**src/rtl/sdram_chk_pkg.sv**
```systemverilog
package sdram_chk_pkg;

  localparam int BANKS  = 4;
  localparam int BANK_W = $clog2(BANKS);

  typedef enum logic [3:0] {
    CMD_NOP       = 4'd0,
    CMD_OPEN      = 4'd1,
    CMD_CLOSE     = 4'd2,
    CMD_CLOSE_ALL = 4'd3,
    CMD_RD        = 4'd4,
    CMD_RD_AC     = 4'd5,
    CMD_WR        = 4'd6,
    CMD_WR_AC     = 4'd7,
    CMD_AUTO_REF  = 4'd8,
    CMD_SELF_REF  = 4'd9,
    CMD_LOAD_MODE = 4'd10
  } cmd_e;

  typedef enum logic [2:0] {
    VIOL_STATE      = 3'd0,
    VIOL_ACCESS     = 3'd1,
    VIOL_ROW_MIN    = 3'd2,
    VIOL_PRECHARGE  = 3'd3,
    VIOL_ROW_CYCLE  = 3'd4,
    VIOL_BANK_GAP   = 3'd5,
    VIOL_MODE_WAIT  = 3'd6,
    VIOL_ROW_EXPIRE = 3'd7
  } viol_e;

  // strobes from control to datapath
  typedef struct packed {
    logic [BANKS-1:0] openB;
    logic [BANKS-1:0] closeB;
    logic             refAll;
    logic             modeSet;
  } strobe_t;

  // window state from datapath to control
  typedef struct packed {
    logic [BANKS-1:0] isOpen;
    logic [BANKS-1:0] accessOk;
    logic [BANKS-1:0] rowMinOk;
    logic [BANKS-1:0] precOk;
    logic [BANKS-1:0] cycleOk;
    logic [BANKS-1:0] timedOut;
    logic             actGapOk;
    logic             modeOk;
  } status_t;

  function automatic int maxInt(input int a, input int b);
    return (a > b) ? a : b;
  endfunction

  function automatic logic [BANK_W-1:0] lowIdx(input logic [BANKS-1:0] m);
    logic [BANK_W-1:0] idx;
    idx = '0;
    for (int i = BANKS - 1; i >= 0; i--) begin
      if (m[i]) idx = BANK_W'(i);
    end
    return idx;
  endfunction

endpackage

```
**src/rtl/sdram_chk_datapath.sv**
```systemverilog
module sdram_chk_datapath
  import sdram_chk_pkg::*;
#(
  parameter int RCD_CYC    = 3,
  parameter int RASMIN_CYC = 6,
  parameter int RASMAX_CYC = 12500,
  parameter int RP_CYC     = 3,
  parameter int RC_CYC     = 9,
  parameter int RRD_CYC    = 2,
  parameter int RSA_CYC    = 2
) (
  input  logic    clk,
  input  logic    rstN,
  input  strobe_t st,
  output status_t stat
);

  localparam int SMAX = maxInt(maxInt(maxInt(RCD_CYC, RASMIN_CYC), maxInt(RP_CYC, RC_CYC)),
                               maxInt(RRD_CYC, RSA_CYC));
  localparam int CW = $clog2(SMAX + 2);
  localparam int AW = $clog2(RASMAX_CYC + 3);

  localparam logic [CW-1:0] RCD_LD    = CW'(RCD_CYC - 1);
  localparam logic [CW-1:0] RASMIN_LD = CW'(RASMIN_CYC - 1);
  localparam logic [CW-1:0] RP_LD     = CW'(RP_CYC - 1);
  localparam logic [CW-1:0] RC_LD     = CW'(RC_CYC - 1);
  localparam logic [CW-1:0] RRD_LD    = CW'(RRD_CYC - 1);
  localparam logic [CW-1:0] RSA_LD    = CW'(RSA_CYC - 1);
  localparam logic [AW-1:0] AGE_HIT   = AW'(RASMAX_CYC + 1);
  localparam logic [AW-1:0] AGE_TOP   = AW'(RASMAX_CYC + 2);

  logic [BANKS-1:0] isOpenV, accessOkV, rowMinOkV, precOkV, cycleOkV, tmoV;
  logic [CW-1:0]    gapCnt, modeCnt;

  for (genvar b = 0; b < BANKS; b++) begin : g_bank
    logic          openQ;
    logic [CW-1:0] rcdCnt, rasCnt, rpCnt, rcCnt;
    logic [AW-1:0] ageCnt;

    always_ff @(posedge clk) begin
      if (!rstN) begin
        openQ  <= 1'b0;
        rcdCnt <= '0;
        rasCnt <= '0;
        rpCnt  <= '0;
        rcCnt  <= '0;
        ageCnt <= '0;
      end else begin
        if (st.openB[b])       openQ <= 1'b1;
        else if (st.closeB[b]) openQ <= 1'b0;

        if (st.openB[b])        rcdCnt <= RCD_LD;
        else if (rcdCnt != '0)  rcdCnt <= rcdCnt - 1'b1;

        if (st.openB[b])        rasCnt <= RASMIN_LD;
        else if (rasCnt != '0)  rasCnt <= rasCnt - 1'b1;

        if (st.closeB[b])       rpCnt <= RP_LD;
        else if (rpCnt != '0)   rpCnt <= rpCnt - 1'b1;

        if (st.openB[b] || st.refAll) rcCnt <= RC_LD;
        else if (rcCnt != '0)         rcCnt <= rcCnt - 1'b1;

        if (st.openB[b])                      ageCnt <= AW'(1);
        else if (st.closeB[b])                ageCnt <= '0;
        else if (openQ && ageCnt != AGE_TOP)  ageCnt <= ageCnt + 1'b1;
      end
    end

    assign isOpenV[b]   = openQ;
    assign accessOkV[b] = (rcdCnt == '0);
    assign rowMinOkV[b] = (rasCnt == '0);
    assign precOkV[b]   = (rpCnt == '0);
    assign cycleOkV[b]  = (rcCnt == '0);
    assign tmoV[b]      = openQ && (ageCnt == AGE_HIT);

    assert_open_after_act_R12: assert property (@(posedge clk) disable iff (!rstN)
      st.openB[b] |=> isOpenV[b]);
    assert_close_shuts_R6: assert property (@(posedge clk) disable iff (!rstN)
      st.closeB[b] && !st.openB[b] |=> !isOpenV[b] && ((RP_CYC < 2) || !precOkV[b]));
    assert_timeout_once_R10: assert property (@(posedge clk) disable iff (!rstN)
      tmoV[b] |=> !tmoV[b]);
  end

  always_ff @(posedge clk) begin
    if (!rstN) begin
      gapCnt  <= '0;
      modeCnt <= '0;
    end else begin
      if (|st.openB)          gapCnt <= RRD_LD;
      else if (gapCnt != '0)  gapCnt <= gapCnt - 1'b1;

      if (st.modeSet)         modeCnt <= RSA_LD;
      else if (modeCnt != '0) modeCnt <= modeCnt - 1'b1;
    end
  end

  assign stat = '{isOpen:   isOpenV,
                  accessOk: accessOkV,
                  rowMinOk: rowMinOkV,
                  precOk:   precOkV,
                  cycleOk:  cycleOkV,
                  timedOut: tmoV,
                  actGapOk: (gapCnt == '0),
                  modeOk:   (modeCnt == '0)};

  assert_gap_opens_R8: assert property (@(posedge clk) disable iff (!rstN)
    (RRD_CYC > 1) && (|st.openB) |=> !stat.actGapOk);

endmodule

```
**config.mk**
```make
export PLATFORM = sky130hd
export DESIGN_NAME = sdram_chk_datapath
export DESIGN_NICKNAME = d
export VERILOG_FILES = /design/src/rtl/sdram_chk_pkg.sv /design/src/rtl/sdram_chk_datapath.sv
export SDC_FILE = /design/constraint.sdc
export NUM_CORES = 1
export LEC_CHECK = 0
export ABC_AREA = 1
export ABC_CLOCK_PERIOD_IN_PS = 2000
export BUFFER_PORTS_ARGS = -buffer_cell sky130_fd_sc_hd__buf_4
export CAP_MARGIN = 40
export CORE_MARGIN = 2
export CORE_UTILIZATION = 35
export CTS_CLUSTER_DIAMETER = 80
export DETAILED_ROUTE_END_ITERATION = 6
export GPL_TIMING_DRIVEN = 1
export SYNTH_ARGS = -nofsm -noshare
export SYNTH_HDL_FRONTEND = slang
export SYNTH_SLANG_ARGS = --single-unit
export TNS_END_PERCENT = 1
```
**constraint.sdc**
```tcl
create_clock -name clk -period 2 [get_ports clk]
set_input_delay 0.5 -clock clk [delete_from_list [all_inputs] [get_ports clk]]
set_output_delay 0.5 -clock clk [all_outputs]
set_load 0.1 [all_outputs]
```
==> metrics.md, run 1 <==
| Metric | Value |
|---|---|
| Post-synth ARST share | 0 |
| Max H-tree Level | 4 |
| Aggregate global routing overflow | 0 |
| CP delay by family, top | simple AND/OR/NAND/NOR gates |
| Setup TNS | -0.178 ns |
| CP peak stage delay | roughly 0.33 ns |
| Tightest Pin Transition | between 0.5 and 0.6 ns |
| Number of synthesized flops with an enable pin | 0 |
| Critical path peak fanout | 2 |
| Clock latency on the worst-skew pair | approximately 0.42 ns |
| #FFs+latches synth | 132 |
| Clock buffer depth | 2 |
| CP bufs+invs | 1 |
| Nets | 1146 |
| WL per Instance | 11.1 um |
| Fmax | between 400 and 500 MHz |
| DP HPWL | between 10000 and 15000 um |
| Placed Area | between 7000 and 8000 um^2 |
| Layout Area Growth over Synthesis | 26.1% |
| Ant. Diodes | 0 |
| Multi-input combinational cell area | 3940 um^2 |
| Yosys warnings | 0 |
| Mapped Cells | between 1000 and 1500 |
| FP Rows | 52 |
| Hold WS | approximately 0.35 ns |
| Largest net degree at the start of global routing | 19 |
| Post-synthesis area per instance | between 6 and 7 um^2 |
| Worst Slack Setup Final | -0.0585 ns |
| Post-cts hold buffer count | 0 |
| Worst setup SP type | register |
| Root Buffer | clkbuf_16 |
| Drt total wl | between 15000 and 20000 um |
| Vias in the first global route | ~6100 |
| Period minus WS final | ~2.1 ns |
| Kind of critical path | register to output port |
| Critical path, cell by cell | nand2_2 -> nand3b_1 -> nor4_4 -> buf_6 |
| Pre-antenna DRT Iters | 5 |
| RSZ-0062 raised after global routing | true |
| Post-route clock skew | a little under 0.008 ns |
| Predominant post-synthesis flop cell | dfxtp_1 |
| Via density | around 4.6 |
| CTS tree | done |
| Commonest non-fill, non-tap cells in the layout | nand2_1, inv_1, nor2_1 |
| Max-slew violations | 0 |
| Crit path DAT | between 1.5 and 2 ns |
| Synth cell types | 34 |
| Filler cells | between 2000 and 2500 |
| I/O Pins | 38 |
| Final Hold Viols | 0 |
| Die area | 21400 um^2 |
| TritonCTS Buffers | 17 |
| Syn Nets | around 1100 |
| DIE WIDTH | about 150 um |
| First-pass GRT wire length | 27400 um |
| Syn Std Cell Area | between 7000 and 8000 um^2 |
| Final instance area | slightly below 9000 um^2 |
| Final setup vio count | 4 |
| Pwr Density | between 800 and 900 nW/um^2 |
| Final worst-path cycle share | 1.03 |
| Total track usage | 0.152 |
| Yosys top cell area share | 0.373 |
| Hold crit path type | primary input to register |
| Setup crit end kind | output port |
| DP Worst Slack | approximately 0.24 ns |
| Total core area | 20000 um^2 |
| Max-slew headroom | 0.608 |
| Routed Antenna Nets | 0 |
| Dominant cell type by area after synthesis | dfxtp_1 |
| Starting DRT DRC Count | 235 |
| Gpl congestion | roughly 0.8 |
| Status | finished, violations left |
| Leading cell type in the layout, fill and taps excluded | nand2_1 |
| Clock Sinks | approximately 130 |
| Reg area | between 2000 and 3000 um^2 |
| Max-cap violations | 0 |
| Slowest library cell on the worst path | dfxtp_2 |
| Sequential fraction of the synthesis area | 0.373 |
| Worst VDD drop | just under 0.5 mV |
| Height of the die | 146 um |
| # DRC | 0 |
| Antenna violations before repair | 0 |
| Worst-path clk slew | ~0.06 ns |
| Starting Density | 0.353 |
| IO buf count | 37 |
| Via count | roughly 6400 |
| Crit path required time | roughly 1.5 ns |
| Failing checks | setup timing |
| Static Leak | 3.53 nW |
| Share of layout cells above drive strength 1 | 0.195 |
| Top cells by area, synth | dfxtp_1, nand2_1, inv_1 |
==> kinds of logic (layout without fill, tap and decap cells) <==
| kind of cell | count (synthesis) | after routing | share of synthesized area |
|---|---|---|---|
| simple gates | 540 | 540 | 0.327 |
| buf+inv | 170 | 255 | 0.104 |
| flops | 132 | 132 | 0.373 |
| compound gates | 128 | 128 | 0.101 |
| xor+xnor | 40 | 40 | 0.0495 |
| fa+ha+maj | 26 | 26 | 0.0459 |
==> registers in the layout (all words and copies together), names as in the netlist <==
name           flops
g_bank.rcdCnt     16
g_bank.ageCnt     56
g_bank.rpCnt      16
g_bank.rasCnt     16
g_bank.rcCnt      16
modeCnt            4
gapCnt             4
g_bank.openQ       4
==> power breakdown <==
| group | total, mW | internal, mW | switching (mW) |
|---|---|---|---|
| Combinational | 1.23 | 0.396 | 0.834 |
| Clock | 3.31 | 2.17 | 1.14 |
| Sequential | 2.79 | 2.72 | 0.0732 |
==> stage by stage <==
step / utilization / instances / total power [mW]
after global routing: 0.446 / 1391 / 7.67
after global placement: 0.385 / 1335 / 3.91
after CTS: 0.439 / 1391 / 7.37
after detailed placement: 0.385 / 1335 / 3.92
final: 0.446 / 1391 / 7.34
after floorplan: - / 1036 / 3.69
==> Yosys cell counts, types with 14 or more instances <==
cell	number
nand2_1	276
inv_1	137
dfxtp_1	132
nor2_1	132
a21oi_1	76
nand3_1	47
o21ai_0	29
ha_1	26
nand4_1	24
nor3_1	24
xor2_1	23
xnor2_1	17
nor2_2	14
==> tightest hold or removal path, stage by stage <==
cell and delay [ns]:
buf_4 0.10, nor2_2 0.04, nand2_1 0.05, nor2_1 0.03
==> final timing paths <==
path / start / depth (start not counted) / end / slack, ns
hold / removal: st[5] / 4 / g_bank[3].ageCnt[1] / 0.35
hold reg to reg: g_bank[0].rpCnt[0] / 1 / g_bank[0].rpCnt[0] / 0.43
setup reg to reg: g_bank[1].ageCnt[11] / 15 / g_bank[1].ageCnt[5] / 0.05
setup / recovery: g_bank[1].ageCnt[12] / 4 / stat[3] / -0.06
==> layer usage <==
metal	vias to the layer above	global-route usage	wire length [um]
li1	3399	-	-
met1	2869	0.193	7610
met2	84	0.252	7040
met3	15	0.0384	580
met4	0	0.0549	226
met5	-	0	0
==> repair_timing <==
action	CTS	global route
resized for setup	94	37
setup endpoints to repair	17	46
setup buffers	24	0
pin swaps	14	5
==> cell type report <==
class / count / share of cell area
clock buffer: 22 / 0.0531
timing repair buffer: 79 / 0.0889
clock inverter: 10 / 0.0171
multi-input combinational: 734 / 0.441
tap: 270 / 0.0378
sequential: 132 / 0.301
inverter: 144 / 0.0611
(Power assumes the default switching activity.)
==> run 2: changes to the inputs <==
Settings changed: CORE_ASPECT_RATIO set to 0.6, SKIP_CTS_REPAIR_TIMING set to 1.
==> metrics.md, run 2 (synthesized netlist as in run 1, its figures left out) <==
| Metric | Value |
|---|---|
| Reg2reg start | g_bank[2].ageCnt[1] |
| Multi-input combinational cell area | 3950 um^2 (+0.22%) |
| WL per Instance | 11.9 um (+7.4%) |
| Post-route clock skew | 0.00693 ns (-0.000827 ns) |
| Clock Sinks | 132 (unchanged) |
| Int Pwr | 5.23 mW (-1.2%) |
| P_sw | 2.15 mW (+5.2%) |
| DIE WIDTH | 188 um (+28%) |
| Starting Density | 0.356 (+0.00213) |
| Commonest non-fill, non-tap cells in the layout | nand2_1, inv_1, dfxtp_1 |
| Root Buffer | clkbuf_16 |
| Worst-path clk slew | 0.06 ns (about the same) |
| DP Worst Slack | 0.205 ns (-0.0362 ns) |
| Total track usage | 0.160 (+0.00800) |
| Register with the most flip-flops | g_bank.ageCnt |
| Clock latency on the worst-skew pair | 0.43 ns (about the same) |
| Leading cell type in the layout, fill and taps excluded | nand2_1 |
| Hold crit path type | primary input to register |
| IO buf count | 37 (unchanged) |
| Layout Area Growth over Synthesis | 24.4% |
| Final worst-path cycle share | 1.06 (+0.0268) |
| Slowest library cell on the worst path | dfxtp_4 |
| Nets | 1130 (-1.4%) |
| Height of the die | 114 um (-22%) |
| CP bufs+invs | 1 (unchanged) |
| Reg2reg path depth | 8 (-7) |
| Fin util | 0.442 (-0.00334) |
| CP delay by family, top | simple AND/OR/NAND/NOR gates |
| Setup TNS | -0.409 ns (-0.232 ns) |
| Crit path DAT | 1.61 ns (+0.05 ns) |
| Share of layout cells above drive strength 1 | 0.191 (-0.00424) |
| Worst Hold Launch | st[5] |
| Gpl congestion | 0.815 (+1.3%) |
| Max-slew headroom | 0.583 (-0.0241) |
| First-pass GRT wire length | 27900 um (+1.9%) |
| Setup slack, reg-to-reg | 0.36 ns (+0.31 ns) |
| Critical path, cell by cell | nand2_2 -> nand3b_1 -> nor4_4 -> buf_6 |
| DP HPWL | 11800 um (+9.1%) |
| Max FFs per register | 56 (unchanged) |
| Hold WS | 0.332 ns (-0.0157 ns) |
| Worst VDD drop | 0.662 mV (+37%) |
| Tightest Pin Transition | 0.624 ns (+0.0361 ns) |
| Final setup vio count | 5 (+1) |
| Filler cells | 2019 (-1.8%) |
| Via density | 4.68 (+2.2%) |
| Die area | 21400 um^2 (+0.18%) |
| RSZ-0062 raised after global routing | true |
| Max-cap violations | 0 (unchanged) |
| Setup crit end kind | output port |
| Static Leak | 3.44 nW (-2.7%) |
| Via count | 6440 (+1.1%) |
| Combinational share of power | 0.169 (about the same) |
| Total core area | 19900 um^2 (-0.60%) |
| Sequential fraction of design power | 0.378 (-0.003) |
| Critical path peak fanout | 5 (+3) |
| Max-slew violations | 0 (unchanged) |
| Antenna violations before repair | 0 (unchanged) |
| Clock buffer depth | 2 (unchanged) |
| Routed Antenna Nets | 0 (unchanged) |
| Pwr Density | 837 nW/um^2 (+1.9%) |
| Worst setup SP type | register |
| Ant. Diodes | 0 (unchanged) |
| Hold depth | 4 (unchanged) |
| Max H-tree Level | 4 (unchanged) |
| I/O Pins | 38 (unchanged) |
| # DRC | 0 (unchanged) |
| Crit path required time | 1.50 ns (about the same) |
| Fmax | 473 MHz (-2.5%) |
| Failing checks | setup timing |
| Final Hold Viols | 0 (unchanged) |
| Period minus WS final | 2.11 ns (+0.0536 ns) |
| Pre-antenna DRT Iters | 5 (unchanged) |
| Vias in the first global route | 5809 (-5.3%) |
| Drt total wl | 16400 um (+6.3%) |
| Hold Crit Endpoint | g_bank[3].ageCnt[1] |
| FP Rows | 40 (-23%) |
| Starting DRT DRC Count | 379 (+61%) |
| Worst Slack Setup Final | -0.112 ns (-0.0536 ns) |
| Kind of critical path | register to output port |
| Aggregate global routing overflow | 0 (unchanged) |
| Largest net degree at the start of global routing | 19 (unchanged) |
| Status | finished, violations left |
| CP peak stage delay | 0.37 ns (+0.04 ns) |
| TritonCTS Buffers | 17 (unchanged) |
| Switching Fraction | 0.292 (+0.0128) |
| Clk pwr share | 0.453 (about the same) |
| R2r endpoint | g_bank[2].ageCnt[8] |
| CTS tree | done |
| Reg area | 2690 um^2 (about the same) |
run 2: per-stage QoR:
| step | total power, mW | instances | cell area (um^2) |
|---|---|---|---|
| final | 7.38 | 1377 | 8810 |
| after global routing | 7.69 | 1377 | 8810 |
| after CTS | 7.28 | 1373 | 8370 |
| after detailed placement | 3.92 | 1342 | 7740 |
| after global placement | 3.92 | 1342 | 7740 |
| after floorplan | 3.69 | 1036 | 7160 |
run 2: cell type report:
cell class                 count  share of cell area
clock buffer                  19              0.0503
clock inverter                12              0.0206
inverter                     144              0.0619
multi-input combinational    734               0.448
sequential                   132               0.305
tap                          273              0.0388
timing repair buffer          63              0.0751
run 2: power groups by stage:
stage	clock network, mW	registers, mW	logic (mW)
6_report	3.34	2.79	1.24
4_1_cts	3.41	2.79	1.09
3_5_place_dp	0	2.84	1.08
5_1_grt	3.53	2.80	1.35
3_3_place_gp	0	2.84	1.08
2_1_floorplan	0	2.83	0.857
run 2: worst max path at each step:
| stage | from | endpoint | slack, ns | cells after the start |
|---|---|---|---|---|
| global placement | g_bank[2].ageCnt[7] | stat[4] | 0.25 | 5 |
| floorplan | g_bank[1].rasCnt[0] | g_bank[1].rasCnt[1] | -0.51 | 7 |
| global route | g_bank[0].ageCnt[8] | stat[2] | -0.19 | 4 |
| CTS | g_bank[0].ageCnt[0] | stat[2] | -0.27 | 4 |
| detailed placement | g_bank[0].ageCnt[0] | stat[2] | 0.20 | 4 |
| finish | g_bank[0].ageCnt[12] | stat[2] | -0.11 | 4 |
run 2: layer usage:
metal  part of all wire  wire length [um]  track usage  vias to the layer above
met1               0.55              9100        0.241                     2921
met4              0.013               214       0.0572                        0
met5                  0                 0            0                        -
met2               0.39              6390        0.221                      112
met3              0.044               730       0.0371                       18
li1                   -                 -            -                     3389
run 2: worst register-to-register path: cells and delay by family, from the launching register on:
kind                       cells  cell delay, ns
and+or+nand+nor                3            0.51
DFF                            1            0.37
adders and majority gates      1            0.25
buffers and inverters          2            0.18
xor gates and xnor gates       1            0.15
AOI/OAI and AO/OA              1            0.12
